<file path="config.mk">
export PLATFORM = sky130hd
export DESIGN_NAME = ssw_store_gate
export DESIGN_NICKNAME = d
export VERILOG_FILES = /design/src/rtl/ssw_pkg.sv /design/src/rtl/ssw_enable_sel.sv /design/src/rtl/ssw_addr_check.sv /design/src/rtl/ssw_lane_steer.sv /design/src/rtl/ssw_store_gate.sv
export SDC_FILE = /design/constraint.sdc
export NUM_CORES = 1
export LEC_CHECK = 0
export BUFFER_PORTS_ARGS = -buffer_cell sky130_fd_sc_hd__buf_4
export CAP_MARGIN = 5
export CORE_MARGIN = 2
export CORE_UTILIZATION = 40
export CTS_BUF_LIST = sky130_fd_sc_hd__clkbuf_16
export CTS_CLUSTER_DIAMETER = 120
export CTS_CLUSTER_SIZE = 10
export DETAILED_ROUTE_END_ITERATION = 8
export PLACE_DENSITY_LB_ADDON = 0.12
export SLEW_MARGIN = 20
export SYNTH_ARGS = -nofsm -noshare
export SYNTH_HDL_FRONTEND = slang
export SYNTH_SLANG_ARGS = --single-unit
</file>
<file path="constraint.sdc">
create_clock -name clk -period 1.8 [get_ports clk]
set_clock_uncertainty 0.15 [all_clocks]
set_input_delay 0.36 -clock clk [delete_from_list [all_inputs] [get_ports clk]]
set_output_delay 0.36 -clock clk [all_outputs]
set_load 0.05 [all_outputs]
</file>
<file path="src/rtl/ssw_pkg.sv">
package ssw_pkg;

    typedef enum logic [2:0] {
        MODE_REAL   = 3'd0,
        MODE_V86    = 3'd1,
        MODE_PROT   = 3'd2,
        MODE_COMPAT = 3'd3,
        MODE_LONG   = 3'd4
    } cpu_mode_e;

    typedef enum logic [2:0] {
        FLT_NONE = 3'd0,
        FLT_UD   = 3'd1,
        FLT_SS   = 3'd2,
        FLT_GP   = 3'd3,
        FLT_PF   = 3'd4
    } fault_e;

    // Raw fault conditions, highest priority first.
    typedef struct packed {
        logic ud;
        logic seg_gp;
        logic stk_ss;
        logic addr_gp;
        logic pg_pf;
    } fault_vec_t;

    localparam logic [15:0] PF_ERR_BASE = 16'h0042;
    localparam logic [15:0] PF_ERR_USER = 16'h0004;

    function automatic fault_e pick_fault(fault_vec_t v);
        if (v.ud)           return FLT_UD;
        else if (v.seg_gp)  return FLT_GP;
        else if (v.stk_ss)  return FLT_SS;
        else if (v.addr_gp) return FLT_GP;
        else if (v.pg_pf)   return FLT_PF;
        else                return FLT_NONE;
    endfunction

    function automatic logic [15:0] fault_error(fault_e f, logic user);
        if (f == FLT_PF) return PF_ERR_BASE | (user ? PF_ERR_USER : 16'h0000);
        else             return 16'h0000;
    endfunction

endpackage

</file>
<file path="src/rtl/ssw_enable_sel.sv">
module ssw_enable_sel
    import ssw_pkg::*;
(
    input  logic [1:0] cpl,
    input  cpu_mode_e  mode,
    input  logic       lock_pfx,
    input  logic       glob_en,
    input  logic       u_stk_en,
    input  logic       u_wr_en,
    input  logic       s_stk_en,
    input  logic       s_wr_en,
    output logic       is_user,
    output logic       ud_fault
);
    logic mode_ok;
    logic sel_stk;
    logic sel_wr;

    always_comb begin
        is_user = (cpl == 2'd3);
        mode_ok = (mode == MODE_PROT) || (mode == MODE_COMPAT) || (mode == MODE_LONG);
        sel_stk = is_user ? u_stk_en : s_stk_en;
        sel_wr  = is_user ? u_wr_en  : s_wr_en;
        ud_fault = lock_pfx || !mode_ok || !glob_en || !sel_stk || !sel_wr;
    end
endmodule

</file>
<file path="src/rtl/ssw_addr_check.sv">
module ssw_addr_check #(
    parameter int ADDR_W  = 64,
    parameter int VA_BITS = 48,
    localparam int HI_W   = ADDR_W - VA_BITS + 1
) (
    input  logic [2:0]      addr_lo,
    input  logic [HI_W-1:0] addr_hi,
    input  logic            op64,
    input  logic            long_mode,
    output logic            addr_fault
);
    logic misalign;
    logic noncanon;

    assign misalign = op64 ? (|addr_lo) : (|addr_lo[1:0]);

    generate
        if (HI_W > 1) begin : g_canon
            assign noncanon = long_mode && !((&addr_hi) || !(|addr_hi));
        end else begin : g_flat
            assign noncanon = 1'b0 & long_mode & addr_hi[0];
        end
    endgenerate

    assign addr_fault = misalign || noncanon;
endmodule

</file>
<file path="src/rtl/ssw_lane_steer.sv">
module ssw_lane_steer #(
    parameter int DATA_W  = 64,
    localparam int BYTES  = DATA_W / 8,
    localparam int HALF_W = DATA_W / 2,
    localparam int HALF_B = BYTES / 2
) (
    input  logic              op64,
    input  logic              upper,
    input  logic [DATA_W-1:0] src,
    output logic [DATA_W-1:0] data,
    output logic [BYTES-1:0]  be
);
    always_comb begin
        if (op64) begin
            data = src;
            be   = '1;
        end else if (upper) begin
            data = {src[HALF_W-1:0], {HALF_W{1'b0}}};
            be   = {{HALF_B{1'b1}}, {HALF_B{1'b0}}};
        end else begin
            data = {{HALF_W{1'b0}}, src[HALF_W-1:0]};
            be   = {{HALF_B{1'b0}}, {HALF_B{1'b1}}};
        end
    end
endmodule

</file>
<file path="src/rtl/ssw_store_gate.sv">
module ssw_store_gate
    import ssw_pkg::*;
#(
    parameter int ADDR_W  = 64,
    parameter int DATA_W  = 64,
    parameter int VA_BITS = 48,
    localparam int BYTES  = DATA_W / 8,
    localparam int LANE_B = $clog2(BYTES) - 1,
    localparam int HI_W   = ADDR_W - VA_BITS + 1
) (
    input  logic              clk,
    input  logic              rst,
    input  logic              req_valid,
    input  logic [1:0]        cpl,
    input  logic [2:0]        mode,
    input  logic              lock_pfx,
    input  logic              op64,
    input  logic              glob_en,
    input  logic              u_stk_en,
    input  logic              u_wr_en,
    input  logic              s_stk_en,
    input  logic              s_wr_en,
    input  logic [DATA_W-1:0] src_data,
    input  logic [ADDR_W-1:0] lin_addr,
    input  logic              ds_lim_viol,
    input  logic              ss_lim_viol,
    input  logic              seg_ro,
    input  logic              seg_null,
    input  logic              pg_user_shstk,
    input  logic              pg_sup_shstk,
    output logic              wr_valid,
    output logic [ADDR_W-1:0] wr_addr,
    output logic [DATA_W-1:0] wr_data,
    output logic [BYTES-1:0]  wr_be,
    output logic              flt_valid,
    output logic [2:0]        flt_code,
    output logic [15:0]       flt_err
);
    cpu_mode_e   mode_e;
    logic        is_user;
    logic        ud_fault;
    logic        addr_fault;
    logic        seg_mode;
    fault_vec_t  fv;
    fault_e      sel_fault;
    logic [DATA_W-1:0] steer_data;
    logic [BYTES-1:0]  steer_be;

    assign mode_e = cpu_mode_e'(mode);

    ssw_enable_sel u_en (
        .cpl      (cpl),
        .mode     (mode_e),
        .lock_pfx (lock_pfx),
        .glob_en  (glob_en),
        .u_stk_en (u_stk_en),
        .u_wr_en  (u_wr_en),
        .s_stk_en (s_stk_en),
        .s_wr_en  (s_wr_en),
        .is_user  (is_user),
        .ud_fault (ud_fault)
    );

    ssw_addr_check #(.ADDR_W(ADDR_W), .VA_BITS(VA_BITS)) u_addr (
        .addr_lo    (lin_addr[2:0]),
        .addr_hi    (lin_addr[ADDR_W-1:ADDR_W-HI_W]),
        .op64       (op64),
        .long_mode  (mode_e == MODE_LONG),
        .addr_fault (addr_fault)
    );

    ssw_lane_steer #(.DATA_W(DATA_W)) u_lane (
        .op64  (op64),
        .upper (lin_addr[LANE_B]),
        .src   (src_data),
        .data  (steer_data),
        .be    (steer_be)
    );

    always_comb begin
        seg_mode   = (mode_e != MODE_LONG);
        fv.ud      = ud_fault;
        fv.seg_gp  = seg_mode && (ds_lim_viol || seg_ro || seg_null);
        fv.stk_ss  = seg_mode && ss_lim_viol;
        fv.addr_gp = addr_fault;
        fv.pg_pf   = is_user ? !pg_user_shstk : !pg_sup_shstk;
        sel_fault  = pick_fault(fv);
    end

    always_ff @(posedge clk) begin
        if (rst) begin
            wr_valid  <= 1'b0;
            wr_addr   <= '0;
            wr_data   <= '0;
            wr_be     <= '0;
            flt_valid <= 1'b0;
            flt_code  <= FLT_NONE;
            flt_err   <= '0;
        end else begin
            wr_valid  <= req_valid && (sel_fault == FLT_NONE);
            flt_valid <= req_valid && (sel_fault != FLT_NONE);
            flt_code  <= req_valid ? sel_fault : FLT_NONE;
            flt_err   <= req_valid ? fault_error(sel_fault, is_user) : 16'h0000;
            if (req_valid) begin
                wr_addr <= lin_addr;
                wr_data <= steer_data;
                wr_be   <= steer_be;
            end
        end
    end
endmodule

</file>
==> metrics <==
# diodes 0; Area growth, synth to finish 52.8%; DRC 0; status completed; Crit Path Max Fanout 5; final instance area 8430 µm²; initial antenna violation count 0; most common cell in the netlist dfxtp_1; Slew Limit Headroom between 60% and 70%; fin crit period 1.59 ns; drt initial violations about 250; startpoint types register; RSZ-0062 raised after global routing false; post-route ant nets 0; first-pass GRT wire length 25600 µm; postcts setup bufs 0; pwr/cell area 1000 nW/µm²; Placer Congestion 0.839; area of the core 13300 µm²; Yosys cell types 38; Clock Sinks 137; yosys synthesis warning count 0; worst vdd rail ir drop between 0.6 and 0.7 mV; Min Hold Slack 0.0299 ns; vias in the first global route a little over 5000; # IOs a little over 300; Final Cycle Share 88.5%; DR WL met2 8370 µm; number of port buffers 292; Syn Std Cell Area 5520 µm²; Final Hold Viols 0; wire length per cell 16.1 µm; CP cell instances buf_4; Critical Path End Type output port; chip width roughly 120 µm; # setup viols final 0; Mapped Cells 584; Die ar. 14700 µm²; total power ~8.4 mW; worst min path class in2reg; CTS buffer count 17; Max Used Layer met4; Post-synth EDFFs 0; CTS tree built; Avg Vias per Cell 5.10; die span in y 121 µm; fraction of registers with async set/reset 0%; H-tree levels 4; Slew Limit Fails 0; clk_lat worst skew around 0.4 ns; Root Driver clkbuf_16; WP buf/inv 1; P_leak 3.94 nW; Core Rows 42; Initial Util 41.3%; met1 wire length ~6500 µm; GR Util All Layers 22.2%; max-cap violations 0; final wirelength 17000 µm; nets 1011; placed standard-cell area between 7000 and 8000 µm²; CTS max path bufs 2; Least-Margin Pin Slew 0.573 ns; maximum clock rate 628 MHz; global route overflow 0; Post-synth top flop dfxtp_1; vias ~5400; layout cells sized above 1 40.2%; required time of the worst setup path 1.29 ns; register area share after synthesis 49.7%; flops & latches, synth 137; Syn Area/Cell 9.45 µm²; met3 wire len 1550 µm; Max stage delay on crit path 0.44 ns; leading area contributor after synthesis dfxtp_1; largest net degree at the start of global routing 131; clk slew on worst S/H paths ~0.060 ns; Area contributors post-synth dfxtp_1 50%, mux2i_1 12%, nor2_1 6.7%; share of the synthesized area in the top cell type 49.7%; hpwl dp roughly 12000 µm; cell family with most CP delay flip-flops; DRT Pass-1 Iters 5; Fillers 1199; WS Path Type reg2out; Slowest cell on crit path dfxtp_1; CP arrival approximately 1.1 ns; top post-synthesis cells by count 137 x dfxtp_1, 99 x nor2_1, 65 x mux2i_1
-- state kept, by name, summed over array words and instances (netlist names) --
| signal | count |
|---|---|
| wr_addr | 64 |
| wr_data | 64 |
| flt_code | 3 |
| flt_err | 2 |
| wr_be | 2 |
| flt_valid | 1 |
| wr_valid | 1 |
-- area by class of cell --
type                    instances  area [µm²]  share of cell area, %
flip-flops and latches        137        2740                   32.5
multi-input cells             390        2470                   29.3
repair buffers                316        2430                   28.8
clock buffers                  17         425                   5.05
well taps                     176         220                   2.61
clock inverters                15         138                   1.63
-- per-stage QoR --
| step | worst slack, ns | utilization, % | instances | TNS, ns |
|---|---|---|---|---|
| after detailed placement | -0.183 | 58.8 | 1018 | -0.739 |
| after global routing | 0.170 | 63.1 | 1051 | 0 |
| after floorplan | 0.0192 | - | 596 | 0 |
| after CTS | 0.197 | 63.1 | 1051 | 0 |
| final | 0.206 | 63.1 | 1051 | 0 |
| after global placement | -0.147 | 58.8 | 1018 | -0.410 |
-- path summary, 6_finish.rpt --
check        depth (start not counted)                       end                     start  slack [ns]
max                                  1                  wr_be[1]     wr_be[3]$_SDFFE_PP0P_        0.21
min                                  3  wr_addr[11]$_SDFFE_PP0P_              lin_addr[11]        0.03
max reg2reg                          2     wr_be[3]$_SDFFE_PP0P_     wr_be[3]$_SDFFE_PP0P_        0.87
min reg2reg                          2  wr_data[31]$_SDFFE_PP0P_  wr_data[31]$_SDFFE_PP0P_        0.32
-- kinds of logic (layout without fill, tap and decap cells) --
logic type | Yosys count | after routing | share of synthesized area, %
AND/OR/NAND/NOR | 199 | 199 | 17.5
flip-flops | 137 | 137 | 49.7
buffers and inverters | 69 | 348 | 6.33
multiplexers | 66 | 66 | 12.0
other | 1 | 13 | 0.0680
AO/OA/AOI/OAI | 112 | 112 | 14.4
-- where the power goes --
part	switching, mW	total [mW]	internal [mW]
combinational	1.19	1.86	0.672
clock	1.27	3.28	2.01
sequential	0.0997	3.31	3.21
total	2.55	8.45	5.90
-- placed cells by master, fill, tap and decap left out, types with 2 or more instances in the layout --
| master | count |
|---|---|
| a211oi_1 | 37 |
| a21oi_1 | 34 |
| a22oi_1 | 33 |
| buf_12 | 4 |
| buf_4 | 310 |
| bufinv_16 | 2 |
| clkbuf_16 | 17 |
| clkinv_1 | 2 |
| clkinv_2 | 3 |
| clkinv_4 | 2 |
| clkinvlp_4 | 4 |
| conb_1 | 13 |
| dfxtp_1 | 137 |
| inv_1 | 2 |
| mux2i_1 | 65 |
| nand2_1 | 7 |
| nand2b_1 | 34 |
| nand3_1 | 35 |
| nand4_1 | 4 |
| nor2_1 | 99 |
| nor3_1 | 3 |
| nor4_1 | 4 |
-- metal layers --
layer  vias up  global-route usage [%]
li1       2583                       -
met5         -                       0
met3        39                    7.94
met2       247                    38.4
met1      2493                    23.8
met4         0                    10.8
-- repair_timing --
item	in CTS	in global routing
hold buffers	1	0
resized for setup	0	0
hold endpoints to repair	1	0
No activity file was read; power rests on OpenSTA's default activity.
